--- src/rtl/regbank_pkg.sv ---
package regbank_pkg;
    localparam int WORD_W = 32;
    localparam int LANES  = WORD_W / 8;

    typedef logic [WORD_W-1:0] word_t;
    typedef logic [LANES-1:0]  strb_t;

    // Verdict of the address and protection decoder.
    typedef struct packed {
        logic hit;   // offset maps to a register
        logic deny;  // mapped, but the protection check refuses it
    } verdict_t;
endpackage

--- src/rtl/regbank_wait.sv ---
module regbank_wait #(
    parameter int WAIT_N = 2
) (
    input  logic clk,
    input  logic rst_n,
    input  logic access,
    output logic ready
);
    localparam int CW = (WAIT_N > 0) ? $clog2(WAIT_N + 1) : 1;
    localparam logic [CW-1:0] LAST = CW'(WAIT_N);

    typedef struct packed {
        logic [CW-1:0] cnt;
    } wst_t;

    wst_t st_d, st_q;

    assign ready = access && (st_q.cnt == LAST);

    always_comb begin
        st_d = st_q;
        if (access && !ready) begin
            st_d.cnt = st_q.cnt + 1'b1;
        end else begin
            st_d.cnt = '0;
        end
    end

    always_ff @(posedge clk or negedge rst_n) begin
        if (!rst_n) begin
            st_q <= '0;
        end else begin
            st_q <= st_d;
        end
    end
endmodule

--- src/rtl/regbank_decode.sv ---
module regbank_decode
    import regbank_pkg::*;
#(
    parameter int ADDR_W     = 8,
    parameter int NUM_REGS   = 4,
    parameter int SECURE_IDX = 3
) (
    input  logic [ADDR_W-1:0]           addr,
    input  logic                        nonsec,
    output verdict_t                    verdict,
    output logic [$clog2(NUM_REGS)-1:0] idx
);
    localparam int FW = ADDR_W - 2;
    localparam int IW = $clog2(NUM_REGS);
    localparam logic [FW-1:0] LIMIT  = FW'(NUM_REGS);
    localparam logic [FW-1:0] SECURE = FW'(SECURE_IDX);

    logic [FW-1:0] word_sel;

    assign word_sel = addr[ADDR_W-1:2];
    assign idx      = word_sel[IW-1:0];

    always_comb begin
        verdict.hit  = (addr[1:0] == 2'b00) && (word_sel < LIMIT);
        verdict.deny = verdict.hit && nonsec && (word_sel == SECURE);
    end
endmodule

--- src/rtl/regbank_store.sv ---
module regbank_store
    import regbank_pkg::*;
#(
    parameter int NUM_REGS = 4
) (
    input  logic                        clk,
    input  logic                        rst_n,
    input  logic                        we,
    input  logic [$clog2(NUM_REGS)-1:0] idx,
    input  word_t                       wdata,
    input  strb_t                       wstrb,
    output word_t                       rword,
    output logic [NUM_REGS*WORD_W-1:0]  regs_flat
);
    typedef struct packed {
        logic [NUM_REGS-1:0][WORD_W-1:0] bank;
    } sst_t;

    sst_t  st_d, st_q;
    word_t lane_mask;

    for (genvar b = 0; b < LANES; b++) begin : g_lane
        assign lane_mask[8*b +: 8] = {8{wstrb[b]}};
    end

    for (genvar i = 0; i < NUM_REGS; i++) begin : g_out
        assign regs_flat[i*WORD_W +: WORD_W] = st_q.bank[i];
    end

    assign rword = st_q.bank[idx];

    always_comb begin
        st_d = st_q;
        if (we) begin
            st_d.bank[idx] = (st_q.bank[idx] & ~lane_mask) | (wdata & lane_mask);
        end
    end

    always_ff @(posedge clk or negedge rst_n) begin
        if (!rst_n) begin
            st_q <= '0;
        end else begin
            st_q <= st_d;
        end
    end
endmodule

--- src/rtl/apb_regbank.sv ---
module apb_regbank
    import regbank_pkg::*;
#(
    parameter int ADDR_W     = 8,
    parameter int NUM_REGS   = 4,
    parameter int WAIT_N     = 2,
    parameter int SECURE_IDX = 3
) (
    input  logic                       pclk,
    input  logic                       presetn,
    input  logic                       psel,
    input  logic                       penable,
    input  logic                       pwrite,
    input  logic [ADDR_W-1:0]          paddr,
    input  logic [2:0]                 pprot,
    input  logic [WORD_W-1:0]          pwdata,
    input  logic [LANES-1:0]           pstrb,
    output logic [WORD_W-1:0]          prdata,
    output logic                       pready,
    output logic                       pslverr,
    output logic [NUM_REGS*WORD_W-1:0] regs_o
);
    localparam int IW = $clog2(NUM_REGS);

    logic          access;
    logic          refuse;
    logic          commit;
    logic          unused_prot;
    verdict_t      verdict;
    logic [IW-1:0] idx;
    word_t         rword;

    // Only the security bit takes part in the decision.
    assign unused_prot = pprot[0] ^ pprot[2];

    assign access  = psel && penable;
    assign refuse  = !verdict.hit || verdict.deny;
    assign commit  = pready && pwrite && !refuse;
    assign pslverr = pready && refuse;
    assign prdata  = (psel && !pwrite && !refuse) ? rword : '0;

    regbank_wait #(
        .WAIT_N (WAIT_N)
    ) u_wait (
        .clk    (pclk),
        .rst_n  (presetn),
        .access (access),
        .ready  (pready)
    );

    regbank_decode #(
        .ADDR_W     (ADDR_W),
        .NUM_REGS   (NUM_REGS),
        .SECURE_IDX (SECURE_IDX)
    ) u_decode (
        .addr    (paddr),
        .nonsec  (pprot[1]),
        .verdict (verdict),
        .idx     (idx)
    );

    regbank_store #(
        .NUM_REGS (NUM_REGS)
    ) u_store (
        .clk       (pclk),
        .rst_n     (presetn),
        .we        (commit),
        .idx       (idx),
        .wdata     (pwdata),
        .wstrb     (pstrb),
        .rword     (rword),
        .regs_flat (regs_o)
    );
endmodule

--- config.mk ---
export PLATFORM = sky130hd
export DESIGN_NAME = apb_regbank
export DESIGN_NICKNAME = d
export VERILOG_FILES = /design/src/rtl/regbank_pkg.sv /design/src/rtl/regbank_wait.sv /design/src/rtl/regbank_decode.sv /design/src/rtl/regbank_store.sv /design/src/rtl/apb_regbank.sv
export SDC_FILE = /design/constraint.sdc
export NUM_CORES = 1
export LEC_CHECK = 0
export ABC_AREA = 1
export CAP_MARGIN = 0
export CORE_ASPECT_RATIO = 1.75
export CORE_UTILIZATION = 43
export DETAILED_ROUTE_END_ITERATION = 7
export PLACE_DENSITY_LB_ADDON = 0.08
export SETUP_SLACK_MARGIN = 0.2
export SLEW_MARGIN = 0
export SYNTH_ARGS = -nofsm -noshare
export SYNTH_HDL_FRONTEND = slang
export SYNTH_SLANG_ARGS = --single-unit
--- constraint.sdc ---
create_clock -name pclk -period 1.8 [get_ports pclk]
set_input_delay 0.45 -clock pclk [delete_from_list [all_inputs] [get_ports pclk]]
set_output_delay 0.45 -clock pclk [all_outputs]
set_load 0.01 [all_outputs]
After elaboration in Yosys (flattened, before gate mapping)
Index checks and enable logic that the tools add are counted.
{ "classes": {"eq_ne": 2, "n_bitwise": 4, "n_addsub": 1, "magnitude_cmp": 3, "reduce_logical": 18, "mux": 7} }
{ "ops": {"columns": ["op", "count"], "rows": [
  ["bitwise mux 128 bit", 1],
  ["2-to-1 mux 32 bit", 3],
  ["bitwise AND 32 bit", 2],
  ["binary-select mux 32 bit (select 2 bit)", 1],
  ["demux 32 bit (select 2 bit)", 1],
  ["NOT 32 bit", 1],
  ["bitwise OR 32 bit", 1],
  ["logical AND 1 bit", 12],
  ["equality test 6 x 2 -> 1 bit, second input constant", 1],
  ["< comparator 6 x 3 -> 1 bit, second input constant", 1],
  ["zero test 1 bit", 4],
  ["< comparator 2 x 3 -> 1 bit, second input constant", 1],
  ["adder 2 x 1 -> 2 bit, second input constant", 1],
  ["equality test 2 bit, second input constant", 1],
  [">= comparator 2 x 1 -> 1 bit, second input constant", 1],
  ["zero test 2 bit", 1],
  ["2-to-1 mux 2 bit", 1],
  ["logical OR 1 bit", 1]
]} }
{ "totals": {"register_bits": 130, "in_bits": 52, "out_inout_bits": 162} }

Longest topological paths before layout
Gate-level depths: netlist of the first run.
{ "depth": {"ltp_word": 8, "ltp_mapped": 11, "ltp_nobuf": 9} }

Cells and area by module
A second synthesis of the first run with hierarchy kept.
{ "unflattened": {"hier_cells": 1026, "area_unflattened_um2": 7343.3} }
{ "by_module_without_submodules": {"columns": ["mod", "cells_each", "area_per_inst_um2", "n_inst"], "rows": [
  ["regbank_store", 929, 6800.3, 1],
  ["apb_regbank", 78, 410.4, 1],
  ["regbank_wait", 10, 88.8, 1],
  ["regbank_decode", 9, 43.8, 1]
]} }

Worst setup path after synthesis of the first run
OpenSTA, ideal clock, no wires.
{ "synth_timing": {"path_kind": "input -> output", "from": "input port paddr[3]", "to": "output port prdata[10]", "arrival_ns": 1.478, "cell_stages": 7, "slack_ns": -0.128, "t_required_ns": 1.350, "cell_sequence": "buf_4 > nand3_1 > nand2_2 > nor2_8 > nand3_1 > buf_2 > a21oi_1"} }
{ "synth_between": {"elab_chain_len": 8, "elab_cells_between_ends": 12, "cone_classes": "1 x order compare; 1 x eq/ne; 3 x mux; 7 x reduce/logical"} }
{ "synth_lines": {"columns": ["item", "line_no", "source"], "rows": [
  ["start: declaration", "apb_regbank.sv:14", "input logic [ADDR_W-1:0] paddr,"],
  ["< comparator 6 x 3 -> 1 bit", "regbank_decode.sv:24", "verdict.hit = (addr[1:0] == 2'b00) && (word_sel < LIMIT);"],
  ["logical AND 1 bit", "regbank_decode.sv:24", null],
  ["logical AND 1 bit (2 in series)", "regbank_decode.sv:25", "verdict.deny = verdict.hit && nonsec && (word_sel == SECURE);"],
  ["logical OR 1 bit", "apb_regbank.sv:37", "assign refuse = !verdict.hit || verdict.deny;"],
  ["zero test 1 bit", "apb_regbank.sv:40", "assign prdata = (psel && !pwrite && !refuse) ? rword : '0;"],
  ["logical AND 1 bit", "apb_regbank.sv:40", null],
  ["2-to-1 mux 32 bit *", "apb_regbank.sv:40", null],
  ["end: declaration", "apb_regbank.sv:18", "output logic [WORD_W-1:0] prdata,"]
]} }
Mark *: on every way between the ends. The rest lies on a longest branch, timed or not. The select of a mux whose other input is x is not followed.

Worst setup path after layout of the first run
{ "layout_timing": {"from": "input port paddr[3]", "to": "output port prdata[16]"} }
Same word-level chain as after synthesis.

==> results of run 1 <==
[path summary, 6_finish.rpt]
| path | from | endpoint | slack [ps] | depth (start not counted) |
|---|---|---|---|---|
| max | paddr[3] | prdata[16] | -360 | 10 |
| min | presetn | u_store.regs_flat[125] | 480 | 2 |
| max reg2reg | u_wait.st_q[0] | u_store.regs_flat[80] | -320 | 15 |
| min reg2reg | u_store.regs_flat[26] | u_store.regs_flat[26] | 490 | 2 |
| max in group asynchronous | presetn | u_store.regs_flat[3] | 720 | 3 |
| min in group pclk | u_store.regs_flat[26] | u_store.regs_flat[26] | 490 | 2 |
[sequential cells by signal, summed over array words and instances, names as in the netlist]
signal	count
u_store.regs_flat	128
u_wait.st_q	2
[placed cells by master, fill, tap and decap left out, types with 2 or more instances in the layout]
cell               n
a21oi_2            2
a21oi_4           30
nand2_2          139
inv_2              5
buf_12            40
clkdlybuf4s15_1   19
clkinv_4           2
nor2_4             5
buf_4            106
clkinv_2           2
dlygate4sd2_1     57
dfrtp_1          127
clkbuf_2          10
nand3b_4           3
clkdlybuf4s50_1   37
dfrtp_2            3
nand2_4           55
nand3_4            3
buf_2             56
nor2_8             5
clkinvlp_4         6
inv_1              6
buf_16            14
nor4_1             2
buf_8              8
clkbuf_16         21
inv_6              4
nand2_1          580
buf_6             60
[critical path, cell delays in order]
cell	delay [ps]
buf_8	100
nand3_4	110
nand2_4	80
nor2_8	120
nand3_4	130
buf_12	180
buf_16	150
buf_8	140
a21oi_4	120
buf_6	120
[metrics by stage]
step                      instance area [um2]  worst slack (ps)  std cells  TNS (ps)
after CTS                               11800              -309       1568    -20400
final                                   12900              -358       1601    -39200
after global routing                    12900              -386       1601    -48720
after detailed placement                10500              -882       1484    -87580
after floorplan                          7330             -34.7       1020     -1040
after global placement                  10500              -868       1484    -86750
[power by group]
part / total, mW / internal (mW) / switching [mW]
logic: 0.583 / 0.229 / 0.354
clock network: 3.25 / 1.77 / 1.48
registers: 2.93 / 2.93 / 0.00278
total: 6.76 / 4.93 / 1.84
[per-layer routing]
metal / global-route usage, % / vias up
met2: 63.6 / 536
met3: 6.26 / 169
met5: 0 / -
met1: 38.7 / 4067
met4: 20.4 / 0
li1: - / 3844
[layout make-up]
class | instances | area (um2)
well taps | 189 | 236
multi-input cells | 827 | 4510
repair buffers | 412 | 4280
clock buffers | 18 | 429
inverters | 11 | 41.3
clock inverters | 14 | 108
fillers | 1001 | 2940
flip-flops and latches | 130 | 3260
[logic make-up (layout without fill, tap and decap cells)]
group	after synthesis	in the layout
AND/OR/NAND/NOR	794	794
flip-flops	130	130
AO/OA/AOI/OAI	32	32
adder cells (fa/ha/maj)	1	1
buffers and inverters	63	455
[timing repair]
| action | in CTS | in global routing |
|---|---|---|
| cloned | 15 | 3 |
| pin swaps | 43 | 118 |
| buffers inserted | 36 | 30 |
| resized for setup | 563 | 266 |
| endpoints found under the hold margin | 28 | 0 |
| hold buffers | 1 | 0 |
| setup endpoints to repair | 290 | 199 |
==> flow_summary.yaml, run 1 <==
cts:
  cts_tree: "done"
  cts_made_buffers: 17
  h-tree-depth: 4
  clk_path_buf_depth: 2
  path_clk_slew_ps: 70
  cts_root_buf: "clkbuf_16"
  clk_latency_ps: 430
  cts.sinks: 130
logic_synthesis:
  synthAdderAreaFrac_pct: 0.181
  ys_seq_area_share_pct: 47.0
  synth-edff-count: 0
  synthesis.area_um2: 6920
  synthFlopType: "dfrtp_1"
  yosysMostFrequentCell: "nand2_1"
  synth_top_family_by_area: "simple AND/OR/NAND/NOR gates"
  yosysUniqueCellTypes: 20
  post_synth_main_area_contributors: "dfrtp_1 47%, nand2_1 42%, a21oi_1 2.3%"
  synth-xor-area-share_pct: 0
  synth_top_area_share_pct: 47.0
  synthMuxAreaShare_pct: 0
  synth_common_cells: "769 x nand2_1, 130 x dfrtp_1, 32 x a21oi_1, 23 x clkbuf_1, 14 x buf_2"
  syn_nets: 1073
  async_flop_share_pct: 100
  synth_compound_area_share_pct: 2.31
  synth-simple-area-share_pct: 45.4
  synthCells: 1020
  syn_area_per_cell_um2: 6.78
  synth-seq-cells: 130
  synth_top_cell_by_area: "dfrtp_1"
  yosys_warnings: 0
sta:
  rsz0062_at_grt: "yes"
  fin_hold_ws_ps: 484
  setup_viol: 162
  worst_slew_pin_slew_ps: 407
  fin_crit_sh_pct: 120
  period_minus_slack_ps: 2160
  finalHoldViolations: 0
  max_slew_margin_pct: 72.8
  setup_slack_ps: -358
  fmax_mhz: 463
  slew_violations: 0
  finClkSkew_ps: 9.58
global_routing:
  grt_max_degree: 40
  grt_pass1_wl_mm: 44.1
  grt_pass1_vias: 8127
  gr-total-overflow: 0
  antenna_found_initial: 0
  track_usage_pct: 35.4
critical_path:
  startpoint_type: "input port"
  worst-setup-path-type: "in2out"
  cp.required_ps: 1350
  arrival_ps: 1710
  crit_fanout: 6
  endpoint_kind: "output port"
placement:
  dp_hpwl_mm: 17.6
  io_buffers: 211
  gp_congestion: 0.880
layout:
  antenna_cells: 0
  nNetsFinal: 1452
  fin_util_pct: 81.4
  area_growth_pct: 85.8
  drive_gt1_share_pct: 41.1
routing:
  wl_mm: 32.1
  wl_met1_mm: 10.8
  wl_met3_mm: 2.47
  firstDrtPassIters: 7
  maxUsedRoutingLayer: "met4"
  dr_total_vias: 8616
  via_per_inst: 5.38
  drtIter0Drc: 550
  wl_per_cell_um: 20.0
  wl_met2_mm: 16.6
  drtAntennaViolNets: 0
  drc: 16
die:
  core_um2: 15800
  io_pins: 214
  initial_core_util_pct: 43.8
  rows: 61
  die_area_um2: 16600
  die_w_um: 97.9
  fp.dieH_um: 170
outcome:
  status: "complete, but fails checks"
  violations: "design-rule violations, negative setup slack"
flow_run:
  max-cap-violations: 0
pwr:
  p_per_area_nw_per_um2: 526
  total_power_mw: 6.76
  vdd_drop_max_v: 0.000503
  cellLeakagePower_nw: 7.63
min_path:
  hold_class: "in2async"
No activity file was read; power rests on OpenSTA's default activity.
==> inputs of run 2 (changes only) <==
--- a/config.mk
+++ b/config.mk
@@ -7,8 +7,10 @@
 export LEC_CHECK = 0
 export ABC_AREA = 1
 export CAP_MARGIN = 0
+export CELL_PAD_IN_SITES_DETAIL_PLACEMENT = 0
+export CELL_PAD_IN_SITES_GLOBAL_PLACEMENT = 1
 export CORE_ASPECT_RATIO = 1.75
-export CORE_UTILIZATION = 43
+export CORE_UTILIZATION = 29
 export DETAILED_ROUTE_END_ITERATION = 7
 export PLACE_DENSITY_LB_ADDON = 0.08
 export SETUP_SLACK_MARGIN = 0.2
==> flow_summary.yaml, run 2 (same netlist as run 1, synthesis figures left out) <==
outcome:
  status: "complete, but fails checks"
  violations: "negative setup slack"
die:
  die_area_um2: 24500
  io_pins: 214
  core_um2: 23400
  initial_core_util_pct: 29.5
  fp.dieH_um: 206
  die_w_um: 119
  rows: 74
critical_path:
  reg2reg_depth: 12
  r2r_end: "u_store.regs_flat[118]"
  critPathLaunch: "paddr[5]"
  endpoint_kind: "output port"
  crit_fanout: 7
  crit_family: "buffers and inverters"
  r2r_slack_ps: -60
  slowest_delay_ps: 180
  path_cells: "buf_6 -> nor2_4 -> buf_6 -> nand2_4 -> nor2_8 -> nand3_4 -> buf_12 -> buf_12 -> a21oi_4 -> buf_2"
  cp.required_ps: 1350
  worst-setup-path-type: "in2out"
  r2r-start: "u_wait.st_q[0]"
  startpoint_type: "input port"
  arrival_ps: 1590
  crit_buf_inv: 5
  cp_slowest_cell: "buf_12"
sta:
  setup_slack_ps: -239
  fin_hold_ws_ps: 492
  finClkSkew_ps: 7.86
  fmax_mhz: 491
  slew_violations: 0
  finalHoldViolations: 0
  setup_viol: 85
  fin_crit_sh_pct: 113
  worst_slew_pin_slew_ps: 407
  rsz0062_at_grt: "yes"
  max_slew_margin_pct: 72.9
  period_minus_slack_ps: 2040
layout:
  drive_gt1_share_pct: 27.1
  area_growth_pct: 68.0
  antenna_cells: 0
  layout_common_cells: "768 x nand2_1, 130 x dfrtp_1, 117 x buf_4"
  finish.instance_area_um2: 11600
  largest_reg_flops: 128
  layout_commonest_cell: "nand2_1"
  nNetsFinal: 1426
routing:
  drtIter0Drc: 351
  drtAntennaViolNets: 0
  wl_per_cell_um: 17.9
  firstDrtPassIters: 5
  dr_total_vias: 7705
  drc: 0
  via_per_inst: 4.56
  wl_mm: 30.2
pwr:
  vdd_drop_max_v: 0.000445
  p_per_area_nw_per_um2: 591
  cellLeakagePower_nw: 6.91
  total_power_mw: 6.87
min_path:
  worst_hold_path.num_cells: 2
  hold_end: "u_store.regs_flat[60]"
  hold_class: "reg2reg"
  min_from: "u_store.regs_flat[60]"
cts:
  clk_path_buf_depth: 2
  cts_root_buf: "clkbuf_16"
  h-tree-depth: 4
  cts.sinks: 130
  cts_made_buffers: 17
  clk_latency_ps: 430
  path_clk_slew_ps: 50
  cts_tree: "done"
flow_run:
  max-cap-violations: 0
placement:
  gp_congestion: 0.799
  placed_cell_area_um2: 10800
  io_buffers: 211
  dp_hpwl_mm: 19.9
global_routing:
  track_usage_pct: 25.7
  gr-total-overflow: 0
  grt_pass1_vias: 7809
  grt_max_degree: 48
  grt_pass1_wl_mm: 46.2
  antenna_found_initial: 0
-- run 2: cell types whose count changed in the layout (fill, tap and decap cells not counted), sizes merged --
| cell | change |
|---|---|
| bufinv | +2 |
| clkdlybuf4s15 | -7 |
| clkbuf | -3 |
| inv | -4 |
| dlygate4sd2 | -10 |
| buf | +2 |
| clkinvlp | -6 |
| bufbuf | +1 |
| clkinv | -1 |
-- run 2: timing repair --
item                                    4_1_cts  5_1_grt
endpoints found under the setup margin      290      200
hold buffers                                  1        0
resized for setup                           563       25
endpoints found under the hold margin        32        0
pin swaps                                    10        2
gates cloned                                 11        0
buffers inserted                             23        4
-- run 2: worst max-delay path by stage --
stage / slack [ps] / endpoint / depth (start not counted)
after floorplan: -30 / prdata[10] / 7
final: -240 / prdata[25] / 10
after CTS: -260 / prdata[21] / 10
after global placement: -960 / prdata[21] / 9
after global routing: -290 / prdata[27] / 10
after detailed placement: -970 / prdata[0] / 9
-- run 2: stage by stage --
step / util (%) / TNS (ps) / worst slack, ps / std cells
after floorplan: - / -1040 / -34.7 / 1020
after global placement: 45.9 / -97570 / -957 / 1619
after detailed placement: 45.9 / -97710 / -970 / 1619
after CTS: 49.1 / -9380 / -257 / 1686
after global routing: 49.6 / -22490 / -287 / 1690
final: 49.6 / -9220 / -239 / 1690
-- run 2: cell type report --
class / count / area [um2]
Fill cell: 2414 / 11800
Multi-Input combinational cell: 827 / 3760
Timing Repair Buffer: 386 / 3620
Sequential cell: 130 / 3250
Clock buffer: 27 / 493
Tap cell: 304 / 380
Clock inverter: 5 / 75.1
Inverter: 11 / 41.3
-- run 2: where the power goes --
group	internal, mW	switching (mW)	total [mW]
Sequential	2.93	0.00255	2.93
Combinational	0.212	0.316	0.528
Clock	2.14	1.27	3.41
-- run 2: routing by layer --
metal	vias up	track usage, %	routed length, um
met3	36	5.10	1430
met5	-	0	0
met1	3649	28.0	11500
li1	3797	-	-
met4	0	9.49	772
met2	223	48.4	16500
-- run 2: tightest hold or removal path: cells and delay by family (launching register included) --
kind	cells	cell delay [ps]
flip-flops	1	350
AND/OR/NAND/NOR	2	110
